--- src/rtl/npc_pkg.sv ---
package npc_pkg;
  localparam int XLEN     = 32;
  localparam int OP_W     = 6;
  localparam int FUNCT_W  = 6;
  localparam int IMM_W    = 16;
  localparam int JTGT_W   = 26;
  localparam int REGION_W = XLEN - JTGT_W - 2;
  localparam int REGIDX_W = 5;
  localparam int SEXT_W   = XLEN - IMM_W - 2;

  localparam logic [OP_W-1:0]    OP_SPECIAL = 6'd0;
  localparam logic [OP_W-1:0]    OP_JMP     = 6'd2;
  localparam logic [OP_W-1:0]    OP_CALL    = 6'd3;
  localparam logic [OP_W-1:0]    OP_BREQ    = 6'd4;
  localparam logic [OP_W-1:0]    OP_BRNE    = 6'd5;
  localparam logic [FUNCT_W-1:0] FN_REGJMP  = 6'b001000;

  typedef enum logic [2:0] {
    FLOW_SEQ,
    FLOW_BREQ,
    FLOW_BRNE,
    FLOW_JMP,
    FLOW_CALL,
    FLOW_REGJMP
  } flow_e;

  // address of the following word
  function automatic logic [XLEN-1:0] fn_seq_pc(input logic [XLEN-1:0] pc);
    return pc + XLEN'(4);
  endfunction

  // word offset, sign extended, relative to the following word
  function automatic logic [XLEN-1:0] fn_branch_pc(input logic [XLEN-1:0] pc,
                                                   input logic [IMM_W-1:0] imm);
    logic [XLEN-1:0] ofs;
    ofs = {{SEXT_W{imm[IMM_W-1]}}, imm, 2'b00};
    return fn_seq_pc(pc) + ofs;
  endfunction

  // pseudodirect target; region bits from the following word
  function automatic logic [XLEN-1:0] fn_jump_pc(input logic [XLEN-1:0] pc,
                                                 input logic [JTGT_W-1:0] tgt);
    logic [XLEN-1:0] nxt;
    nxt = fn_seq_pc(pc);
    return {nxt[XLEN-1 -: REGION_W], tgt, 2'b00};
  endfunction
endpackage

--- src/rtl/npc_decode.sv ---
module npc_decode
  import npc_pkg::*;
(
  input  logic [XLEN-1:0] instr,
  output flow_e           kind
);
  logic [OP_W-1:0]    opcode;
  logic [FUNCT_W-1:0] funct;

  assign opcode = instr[XLEN-1 -: OP_W];
  assign funct  = instr[FUNCT_W-1:0];

  always_comb begin
    kind = FLOW_SEQ;
    unique case (opcode)
      OP_BREQ: kind = FLOW_BREQ;
      OP_BRNE: kind = FLOW_BRNE;
      OP_JMP:  kind = FLOW_JMP;
      OP_CALL: kind = FLOW_CALL;
      OP_SPECIAL: if (funct == FN_REGJMP) kind = FLOW_REGJMP;
      default: kind = FLOW_SEQ;
    endcase
  end
endmodule

--- src/rtl/npc_cond.sv ---
module npc_cond
  import npc_pkg::*;
(
  input  flow_e           kind,
  input  logic [XLEN-1:0] opa,
  input  logic [XLEN-1:0] opb,
  output logic            taken
);
  logic same;
  assign same = (opa == opb);

  always_comb begin
    case (kind)
      FLOW_BREQ: taken = same;
      FLOW_BRNE: taken = !same;
      default:   taken = 1'b0;
    endcase
  end
endmodule

--- src/rtl/npc_targets.sv ---
module npc_targets
  import npc_pkg::*;
(
  input  logic [XLEN-1:0] pc,
  input  logic [XLEN-1:0] instr,
  output logic [XLEN-1:0] seq_pc,
  output logic [XLEN-1:0] br_pc,
  output logic [XLEN-1:0] jmp_pc
);
  assign seq_pc = fn_seq_pc(pc);
  assign br_pc  = fn_branch_pc(pc, instr[IMM_W-1:0]);
  assign jmp_pc = fn_jump_pc(pc, instr[JTGT_W-1:0]);
endmodule

--- src/rtl/npc_unit.sv ---
module npc_unit
  import npc_pkg::*;
#(
  parameter logic [31:0] RESET_PC = 32'h0000_0000,
  parameter int          LINK_REG = 31
) (
  input  logic        clk,
  input  logic        rst_n,
  input  logic [31:0] pc_i,
  input  logic [31:0] instr_i,
  input  logic [31:0] rs_val_i,
  input  logic [31:0] rt_val_i,
  input  logic [31:0] jr_val_i,
  output logic [31:0] npc_o,
  output logic        link_we_o,
  output logic [4:0]  link_reg_o,
  output logic [31:0] link_data_o
);
  // named internal events
  flow_e           flow_kind;
  logic            br_taken;
  logic            is_call;
  logic [XLEN-1:0] seq_pc;
  logic [XLEN-1:0] br_pc;
  logic [XLEN-1:0] jmp_pc;
  logic [XLEN-1:0] npc_d;

  npc_decode u_decode (
    .instr (instr_i),
    .kind  (flow_kind)
  );

  npc_cond u_cond (
    .kind  (flow_kind),
    .opa   (rs_val_i),
    .opb   (rt_val_i),
    .taken (br_taken)
  );

  npc_targets u_targets (
    .pc     (pc_i),
    .instr  (instr_i),
    .seq_pc (seq_pc),
    .br_pc  (br_pc),
    .jmp_pc (jmp_pc)
  );

  assign is_call = (flow_kind == FLOW_CALL);

  always_comb begin
    case (flow_kind)
      FLOW_BREQ,
      FLOW_BRNE:   npc_d = br_taken ? br_pc : seq_pc;
      FLOW_JMP,
      FLOW_CALL:   npc_d = jmp_pc;
      FLOW_REGJMP: npc_d = jr_val_i;
      default:     npc_d = seq_pc;
    endcase
  end

  always_ff @(posedge clk or negedge rst_n) begin
    if (!rst_n) begin
      npc_o       <= RESET_PC;
      link_we_o   <= 1'b0;
      link_data_o <= '0;
    end else begin
      npc_o       <= npc_d;
      link_we_o   <= is_call;
      link_data_o <= seq_pc;
    end
  end

  assign link_reg_o = REGIDX_W'(LINK_REG);
endmodule

--- config.mk ---
export PLATFORM = sky130hd
export DESIGN_NAME = npc_unit
export DESIGN_NICKNAME = d
export VERILOG_FILES = /design/src/rtl/npc_pkg.sv /design/src/rtl/npc_decode.sv /design/src/rtl/npc_cond.sv /design/src/rtl/npc_targets.sv /design/src/rtl/npc_unit.sv
export SDC_FILE = /design/constraint.sdc
export NUM_CORES = 1
export LEC_CHECK = 0
export BUFFER_PORTS_ARGS = -buffer_cell sky130_fd_sc_hd__buf_2
export CAP_MARGIN = 40
export CORE_AREA = 2 2 143 145
export DETAILED_ROUTE_END_ITERATION = 10
export DIE_AREA = 0 0 145 147
export GPL_ROUTABILITY_DRIVEN = 0
export MAX_ROUTING_LAYER = met4
export PLACE_DENSITY = 0.52
export SLEW_MARGIN = 30
export SYNTH_ARGS = -nofsm -noshare
export SYNTH_HDL_FRONTEND = slang
export SYNTH_SLANG_ARGS = --single-unit
--- constraint.sdc ---
create_clock -name clk -period 0.8 [get_ports clk]
set_clock_uncertainty 0.1 [all_clocks]
set_input_delay 0.08 -clock clk [delete_from_list [all_inputs] [get_ports clk]]
set_output_delay 0.08 -clock clk [all_outputs]
set_load 0.01 [all_outputs]
# After elaboration in Yosys (flattened, before gate mapping)
# Index checks and enable logic that the tools add are counted.
dict set report totals {
  n_memories 0
  latchBits 0
  inputBits 162
  regBits 65
  ram_bits 0
  elab_cells 25
  mem_bits_ro 0
}
dict set report op_classes {
  n_reduce_logical 4
  div 0
  n_shift 0
  mux 5
  magnitude_cmp 0
  eq_ne 11
  multipliers 0
  bitwise_logic 0
  addsub 2
}
# operator n
set op_table {}
lappend op_table {{case mux 32 bit (3 select lines)} 1}
lappend op_table {{adder 32 x 3 -> 32 bit (second input constant)} 1}
lappend op_table {{adder 32 bit} 1}
lappend op_table {{== test 32 bit} 1}
lappend op_table {{two-way mux 32 bit} 1}
lappend op_table {{case mux 3 bit (5 select lines)} 1}
lappend op_table {{== test 6 x 2 -> 1 bit (second input constant)} 2}
lappend op_table {{== test 6 x 3 -> 1 bit (second input constant)} 2}
lappend op_table {{== test 3 x 2 -> 1 bit (second input constant)} 2}
lappend op_table {{== test 3 bit (second input constant)} 2}
lappend op_table {{== test 6 x 4 -> 1 bit (second input constant)} 1}
lappend op_table {{logical NOT 6 bit} 1}
lappend op_table {{OR reduction 2 bit} 2}
lappend op_table {{== test 3 x 1 -> 1 bit (second input constant)} 1}
lappend op_table {{two-way mux 3 bit} 1}
lappend op_table {{case mux 1 bit (2 select lines)} 1}
lappend op_table {{logical NOT 1 bit} 1}

# Depth between registers and ports, before layout
# Gate-level depths: netlist (run 1).
dict set report logic_depth {
  word_depth 7
  mapped_depth 18
}

# By module
# From an unflattened synthesis (run 1), not the netlist that was laid out.
dict set report hier_totals {
  hier_cells 779
  hier_area_um2 6612.6
}
# module area_each_um2 cells_per_inst instances
set by_module_without_submodules {}
lappend by_module_without_submodules {npc_unit 3677.3 385 1}
lappend by_module_without_submodules {npc_targets 2453.6 337 1}
lappend by_module_without_submodules {npc_cond 394.1 46 1}
lappend by_module_without_submodules {npc_decode 87.6 11 1}

# Worst setup path before layout (run 1)
# OpenSTA, ideal clock, no wires.
dict set report synth_path {
  path_kind {input port to flip-flop}
  from {in pc_i[2]}
  to {reg npc_o[29]}
  arrival_ns 2.946
  path_buffers 0
  required_ns 0.574
  path_stages 17
  path_slack_ns -2.372
  cell_sequence {ha_1 nand2_1 nor2_1 nand4_1 nor2_1 nand4_1 xnor2_1 ha_1 a21oi_1 o21bai_1 a21oi_1 o21a_1 o21ai_1 a21o_1 a21oi_1 xnor2_1 a221o_1}
}
dict set report synth_via {
  elab_chain_cells 4
}
# element line
set synth_rtl {}
lappend synth_rtl {{start: declaration} npc_unit.sv:9} ;# input logic [31:0] pc_i,
lappend synth_rtl {{adder 32 x 3 -> 32 bit} npc_pkg.sv:29} ;# return pc + XLEN'(4);
lappend synth_rtl {{net seq_pc[22]} npc_unit.sv:23} ;# logic [XLEN-1:0] seq_pc;
lappend synth_rtl {{adder 32 bit} npc_pkg.sv:37} ;# return fn_seq_pc(pc) + ofs;
lappend synth_rtl {{two-way mux 32 bit} npc_unit.sv:53} ;# FLOW_BRNE: npc_d = br_taken ? br_pc : seq_pc;
lappend synth_rtl {{case mux 32 bit (3 select lines)} npc_unit.sv:51} ;# case (flow_kind)
lappend synth_rtl {{net npc_d[29]} npc_unit.sv:26} ;# logic [XLEN-1:0] npc_d;
lappend synth_rtl {{end signal: assignment} npc_unit.sv:67} ;# npc_o <= npc_d;
lappend synth_rtl {{end: declaration} npc_unit.sv:14} ;# output logic [31:0] npc_o,
# The timed path passes the listed nets, and every way through them passes these cells.

# Final worst setup path (run 1)
# Same ends and word-level chain as after synthesis.

==> impl_metrics.csv, run 1 <==
group,metric,value,unit
timing,setup_ws,-2.10,ns
timing,hold_slack,-0.138,ns
timing,min_period,2.90,ns
yosys,ys_ff_latch,65,
cts,cts_buffers,9,
timing,slew_violations,0,
cts,clockBufferDepth,2,
run,cap_viol_max_count,0,
global_route,grt_max_degree,38,
finish,multi_input_area,0.00426,sq mm
yosys,synth-xor-area-share,15.7,%
timing,finalHoldViolCount,31,
critical_path,cp-end-kind,"flip-flop",
power,p_leak,4.73,nW
yosys,synthTopCellsByCount,"dfrtp_1 (65), nand2_1 (61), xor2_1 (55), ha_1 (36), a21oi_1 (34)",
route,drt_iter0_markers,165,
yosys,synth_most_common_cell,"dfrtp_1",
die,rows,52,
timing,fmax,345,MHz
power,power.density,1300,mW/mm^2
global_route,grt_overflow,0,
finish,antenna_cells,0,
global_route,grt_pass1_wl,31600,microns
die,floorplan.initialDensity,24.5,%
critical_path,path_class,"in2reg",
finish,syn_to_final_growth,104,%
yosys,syn_inst,533,
route,via_per_inst,4.52,
die,die_height,147,microns
die,die_x,145,microns
cts,root_buffer,"clkbuf_16",
route,vias,5700,
finish,final_area,0.00995,sq mm
route,wl,20400,microns
cts,hold_buffers,5,
cts,cts_sinks,65,
timing,rsz0062_at_grt,"yes",
finish,seq_area,0.00163,sq mm
yosys,async_flop_share,100,%
yosys,syn_area,0.00486,sq mm
run_status,violations,"negative hold slack, negative setup slack",
yosys,synth.yosys.warnings,0,
yosys,synthAdderAreaFrac,9.67,%
global_route,grt_pass1_vias,5977,
finish,drive_gt1_share,63.7,%
global_route,gr-usage-all-layers,19.5,%
global_route,antenna_found_initial,0,
finish,nNetsFinal,1186,
cts,cts.htree.levels,3,
yosys,yosys.area_share.simple,15.6,%
yosys,synth_top_area_cell,"dfrtp_1",
timing,setup_viol,120,
finish,fillCellCount,1803,
critical_path,cp_max_fo,6,
critical_path,start_kind,"primary input",
placed_design,pre_cts_ws,-2.64,ns
critical_path,crit_required,0.92,ns
yosys,postSynthAreaPerCell,9.13,sq um
timing,post-route-period-util,362,%
power,ir_drop,991,uV
cts,cts_tree,"yes",
yosys,yosys-mux-area-fraction,0.823,%
placed_design,dpl_cell_area,0.00792,sq mm
placed_design,portBuffers,226,
yosys,dominantRegCellSynth,"dfrtp_1",
yosys,synthDistinctLibCells,55,
yosys,yosysSeqAreaShare,33.4,%
yosys,synth_edf_count,0,
die,io_pins,232,
run_status,status,"complete, but fails checks",
route,post_drt_wl_per_cell,16.2,microns
yosys,synth_top_family_by_area,"compound AO/OA/AOI/OAI gates",
critical_path,crit_arrival,3.02,ns
power,power.total,12.9,mW
route,dr.pass1.iters,4,
yosys,synth_compound_area_share,21.5,%
placed_design,dpl.hpwl,15300,microns
die,dieArea,0.0213,sq mm
cts,path_clk_slew,0.06,ns
yosys,synthTopCellsByArea,"dfrtp_1 (33%), xor2_1 (9.9%), ha_1 (9.3%), xnor2_1 (5.8%), nand2_1 (4.7%)",
die,fp.coreArea,0.0198,sq mm
yosys,synth_top_area_share,33.4,%
route,drcViolationCount,0,
min_path,hold_class,"in2reg",
route,antenna_left,0,
## layout by cell type (no fill, tap or decap), types with 13 or more instances in the layout
cell type	Yosys	final
a21oi_1	34	13
buf_6	0	59
nand2_1	61	48
ha_1	36	22
xnor2_2	0	14
nand4_1	13	13
a22oi_1	21	20
xor2_1	55	44
dfrtp_1	65	65
a21oi_2	0	16
buf_2	1	197
buf_4	5	188
## flip-flops by register name, summed over array words and instances (netlist names)
name,flops
link_we_o,1
npc_o,32
link_data_o,32
## report_power, final
group,switching [mW],leakage [nW],internal [mW],total (mW)
logic,2.26,3.80,2.66,4.92
registers,0.0631,0.764,3.50,3.56
clock network,1.60,0.159,2.82,4.42
## per-layer routing
| layer | wire length, microns | track usage (%) | vias up |
|---|---|---|---|
| met5 | 0 | - | - |
| met4 | 390 | 5.30 | 0 |
| met3 | 754 | 3.26 | 27 |
| met2 | 10200 | 32.5 | 153 |
| met1 | 9130 | 24.8 | 2688 |
| li1 | - | - | 2832 |
## worst paths after layout
check	startpoint	end	slack [ns]	cells past startpoint
min	jr_val_i[20]	npc_o[20]$_DFF_PN0_	-0.14	3
max in group asynchronous	rst_n	link_data_o[29]$_DFF_PN0_	0.21	3
max	pc_i[2]	npc_o[29]$_DFF_PN0_	-2.10	19
min in group asynchronous	rst_n	link_data_o[13]$_DFF_PN0_	0.17	3
## critical path, stage by stage
cell,delay [ns]
buf_8,0.09
ha_4,0.15
nand2_4,0.05
nor2_2,0.09
nand4_1,0.10
buf_6,0.18
nor3_4,0.16
xor2_2,0.30
ha_4,0.26
a21oi_2,0.15
nand2_1,0.09
o21ai_2,0.19
nand2_2,0.10
o211ai_4,0.23
o21ai_2,0.11
a21o_1,0.17
a21oi_2,0.12
xnor2_1,0.08
a221o_1,0.30
## cell families after synthesis
group                      count (synthesis)
and+or+nand+nor                          155
other                                      1
adders and majority gates                 37
AOI/OAI and AO/OA                        147
muxes                                      4
DFF                                       65
xor gates and xnor gates                  87
buffers and inverters                     37
## final cells by class
class,instances,share of cell area [%]
Timing Repair Buffer,460,33.5
Clock buffer,10,2.40
Tap cell,270,3.40
Clock inverter,6,0.906
Multi-Input combinational cell,435,42.8
Sequential cell,65,16.4
Inverter,16,0.654
## what timing repair did
| action | CTS | global route |
|---|---|---|
| gates resized for setup | 155 | 83 |
| hold endpoints to repair | 101 | 30 |
| endpoints found under the setup margin | 122 | 122 |
| pin swaps | 80 | 53 |
| setup buffers | 60 | 19 |
| cloned | 2 | 0 |
## through the flow
stage | std cells | TNS (ns) | utilization, % | hold slack [ns]
global route | 1262 | -79.65 | 50.1 | -0.139
floorplan | 537 | -57.28 | - | -0.316
CTS | 1252 | -71.62 | 47.4 | -0.150
global placement | 1190 | -85.55 | 39.9 | -0.00819
finish | 1262 | -71.74 | 50.1 | -0.138
detailed placement | 1191 | -85.93 | 39.9 | 0.00461
(Power assumes the default switching activity.)
==> run 2: changes to the inputs <==
--- a/config.mk
+++ b/config.mk
@@ -13,6 +13,7 @@
 export GPL_ROUTABILITY_DRIVEN = 0
 export MAX_ROUTING_LAYER = met4
 export PLACE_DENSITY = 0.52
+export SKIP_LAST_GASP = 1
 export SLEW_MARGIN = 30
 export SYNTH_ARGS = -nofsm -noshare
 export SYNTH_HDL_FRONTEND = slang
==> run 2 against run 1 <==
Against the previous run:
- the run still ends with negative hold slack, negative setup slack left
- cell area is 0.15% higher
- total power is 0.12% lower
- setup slack hardly changed
- non-clock buffer count is 4 higher
- combinational power hardly changed
- sequential share of layout area hardly changed
- critical endpoint unchanged
- highest routed layer unchanged
==> impl_metrics.csv, run 2 (synthesized netlist as in run 1, its figures left out) <==
group,metric,value,unit
critical_path,cp_max_fo,6,
power,power.density,1290,mW/mm^2
timing,slew_violations,0,
global_route,antenna_found_initial,0,
die,io_pins,232,
route,drcViolationCount,0,
min_path,hold_depth,3,
global_route,grt_overflow,0,
power,p_sw_share,30.3,%
finish,fin_util,50.2,%
cts,root_buffer,"clkbuf_16",
cts,cts_tree,"yes",
critical_path,crit_required,0.92,ns
min_path,min_to,"npc_o[20]$_DFF_PN0_",
placed_design,place_inst,1191,
die,rows,52,
run_status,violations,"negative hold slack, negative setup slack",
run_status,status,"complete, but fails checks",
cts,cts_buffers,9,
timing,worst_slew_pin_slew,0.501,ns
die,die_x,145,microns
cts,cts.htree.levels,3,
die,fp.coreArea,0.0198,sq mm
die,die_height,147,microns
timing,hold_slack,-0.134,ns
finish,top_regs,"link_data_o: 32 flops, npc_o: 32 flops, link_we_o: 1 flops",
global_route,gr-usage-all-layers,19.5,%
critical_path,path_class,"in2reg",
power,internal_power,8.98,mW
timing,setup_ws,-2.10,ns
route,drt_iter0_markers,214,
finish,antenna_cells,0,
power,clock_power_share,34.2,%
die,dieArea,0.0213,sq mm
critical_path,start_kind,"primary input",
timing,min_period,2.90,ns
finish,syn_to_final_growth,105,%
global_route,grt_max_degree,38,
timing,max_slew_margin,66.5,%
finish,drive_gt1_share,63.4,%
power,power.switching,3.90,mW
placed_design,dpl.hpwl,15300,microns
timing,finalHoldViolCount,30,
min_path,hold_class,"in2reg",
route,antenna_left,0,
power,p_comb_share,38.1,%
cts,cts_sinks,65,
global_route,grt_pass1_vias,5974,
die,floorplan.initialDensity,24.5,%
route,via_per_inst,4.50,
route,wl,20600,microns
run,cap_viol_max_count,0,
cts,hold_buffers,5,
critical_path,crit_arrival,3.02,ns
timing,setup_tns,-72.80,ns
route,post_drt_wl_per_cell,16.3,microns
finish,layout_commonest_cell,"buf_2",
finish,final_cell_mix,"buf_2 (196), buf_4 (195), dfrtp_1 (65)",
timing,setup_viol,122,
global_route,grt_pass1_wl,31400,microns
cts,path_clk_slew,0.06,ns
timing,rsz0062_at_grt,"yes",
critical_path,cp-end-kind,"flip-flop",
power,power.total,12.9,mW
finish,fillCellCount,1794,
route,vias,5703,
route,dr.pass1.iters,4,
placed_design,portBuffers,226,
min_path,worstHoldStart,"jr_val_i[20]",
finish,nNetsFinal,1190,
timing,fmax,345,MHz
power,ir_drop,963,uV
finish,finalNonFillerCells,1266,
power,p_leak,4.74,nW
cts,clockBufferDepth,2,
power,seqPwrFrac,27.6,%
timing,post-route-period-util,362,%
## run 2: cell count changes in the layout (fill, tap and decap cells not counted), sizes merged
cell	previous run	this run
buf	455	459
## run 2: worst max-delay path by stage
stage	start	to	slack (ns)	cells past startpoint
after detailed placement	pc_i[2]	npc_o[30]$_DFF_PN0_	-2.64	14
after CTS	pc_i[6]	npc_o[31]$_DFF_PN0_	-2.00	19
final	pc_i[2]	npc_o[29]$_DFF_PN0_	-2.10	19
after global routing	pc_i[2]	npc_o[27]$_DFF_PN0_	-2.27	20
after floorplan	pc_i[2]	npc_o[29]$_DFF_PN0_	-2.12	17
after global placement	pc_i[2]	npc_o[30]$_DFF_PN0_	-2.66	14
## run 2: final cells by class
| type | instances | area [sq um] | share of cell area, % |
|---|---|---|---|
| repair buffers | 464 | 3370 | 33.8 |
| clock inverters | 6 | 90.1 | 0.904 |
| multi-input cells | 435 | 4230 | 42.5 |
| well taps | 270 | 338 | 3.39 |
| clock buffers | 10 | 239 | 2.40 |
| inverters | 16 | 65.1 | 0.653 |
| flip-flops and latches | 65 | 1630 | 16.3 |
## run 2: power by group through the flow
stage                     registers [mW]  clock network (mW)  logic [mW]
after global placement              3.61                   0        3.83
after detailed placement            3.61                   0        3.84
after global routing                3.58                4.66        5.30
after CTS                           3.56                4.52        4.45
final                               3.56                4.41        4.91
after floorplan                     3.73                   0        1.72
## run 2: metrics by stage
stage	worst slack (ns)	cell area, sq um
floorplan	-2.12	5230
global placement	-2.66	7910
detailed placement	-2.64	7920
CTS	-2.00	9310
global route	-2.27	9960
finish	-2.10	9960
## run 2: critical path: stages
cell and delay [ns]:
buf_8 0.09, ha_4 0.15, nand2_4 0.05, nor2_2 0.09, nand4_1 0.11, buf_6 0.18, nor3_4 0.16, xor2_2 0.29
ha_4 0.26, a21oi_2 0.15, nand2_1 0.09, o21ai_2 0.18, nand2_2 0.10, o211ai_4 0.23, o21ai_2 0.11, a21o_1 0.17
a21oi_2 0.12, xnor2_1 0.08, a221o_1 0.30
## run 2: what timing repair did
item / in CTS / in global routing
setup buffers: 60 / 22
endpoints found under the setup margin: 122 / 123
cloned: 2 / 0
endpoints found under the hold margin: 101 / 29
pin swaps: 80 / 61
resized for setup: 133 / 96
## run 2: routing by layer
| metal | routed length [microns] | part of all wire, % | global-route usage (%) | up-vias |
|---|---|---|---|---|
| met1 | 9270 | 45 | 24.6 | 2696 |
| met5 | 0 | 0 | - | - |
| li1 | - | - | - | 2843 |
| met2 | 10300 | 50 | 32.5 | 139 |
| met4 | 372 | 1.8 | 5.05 | 0 |
| met3 | 646 | 3.1 | 3.23 | 25 |
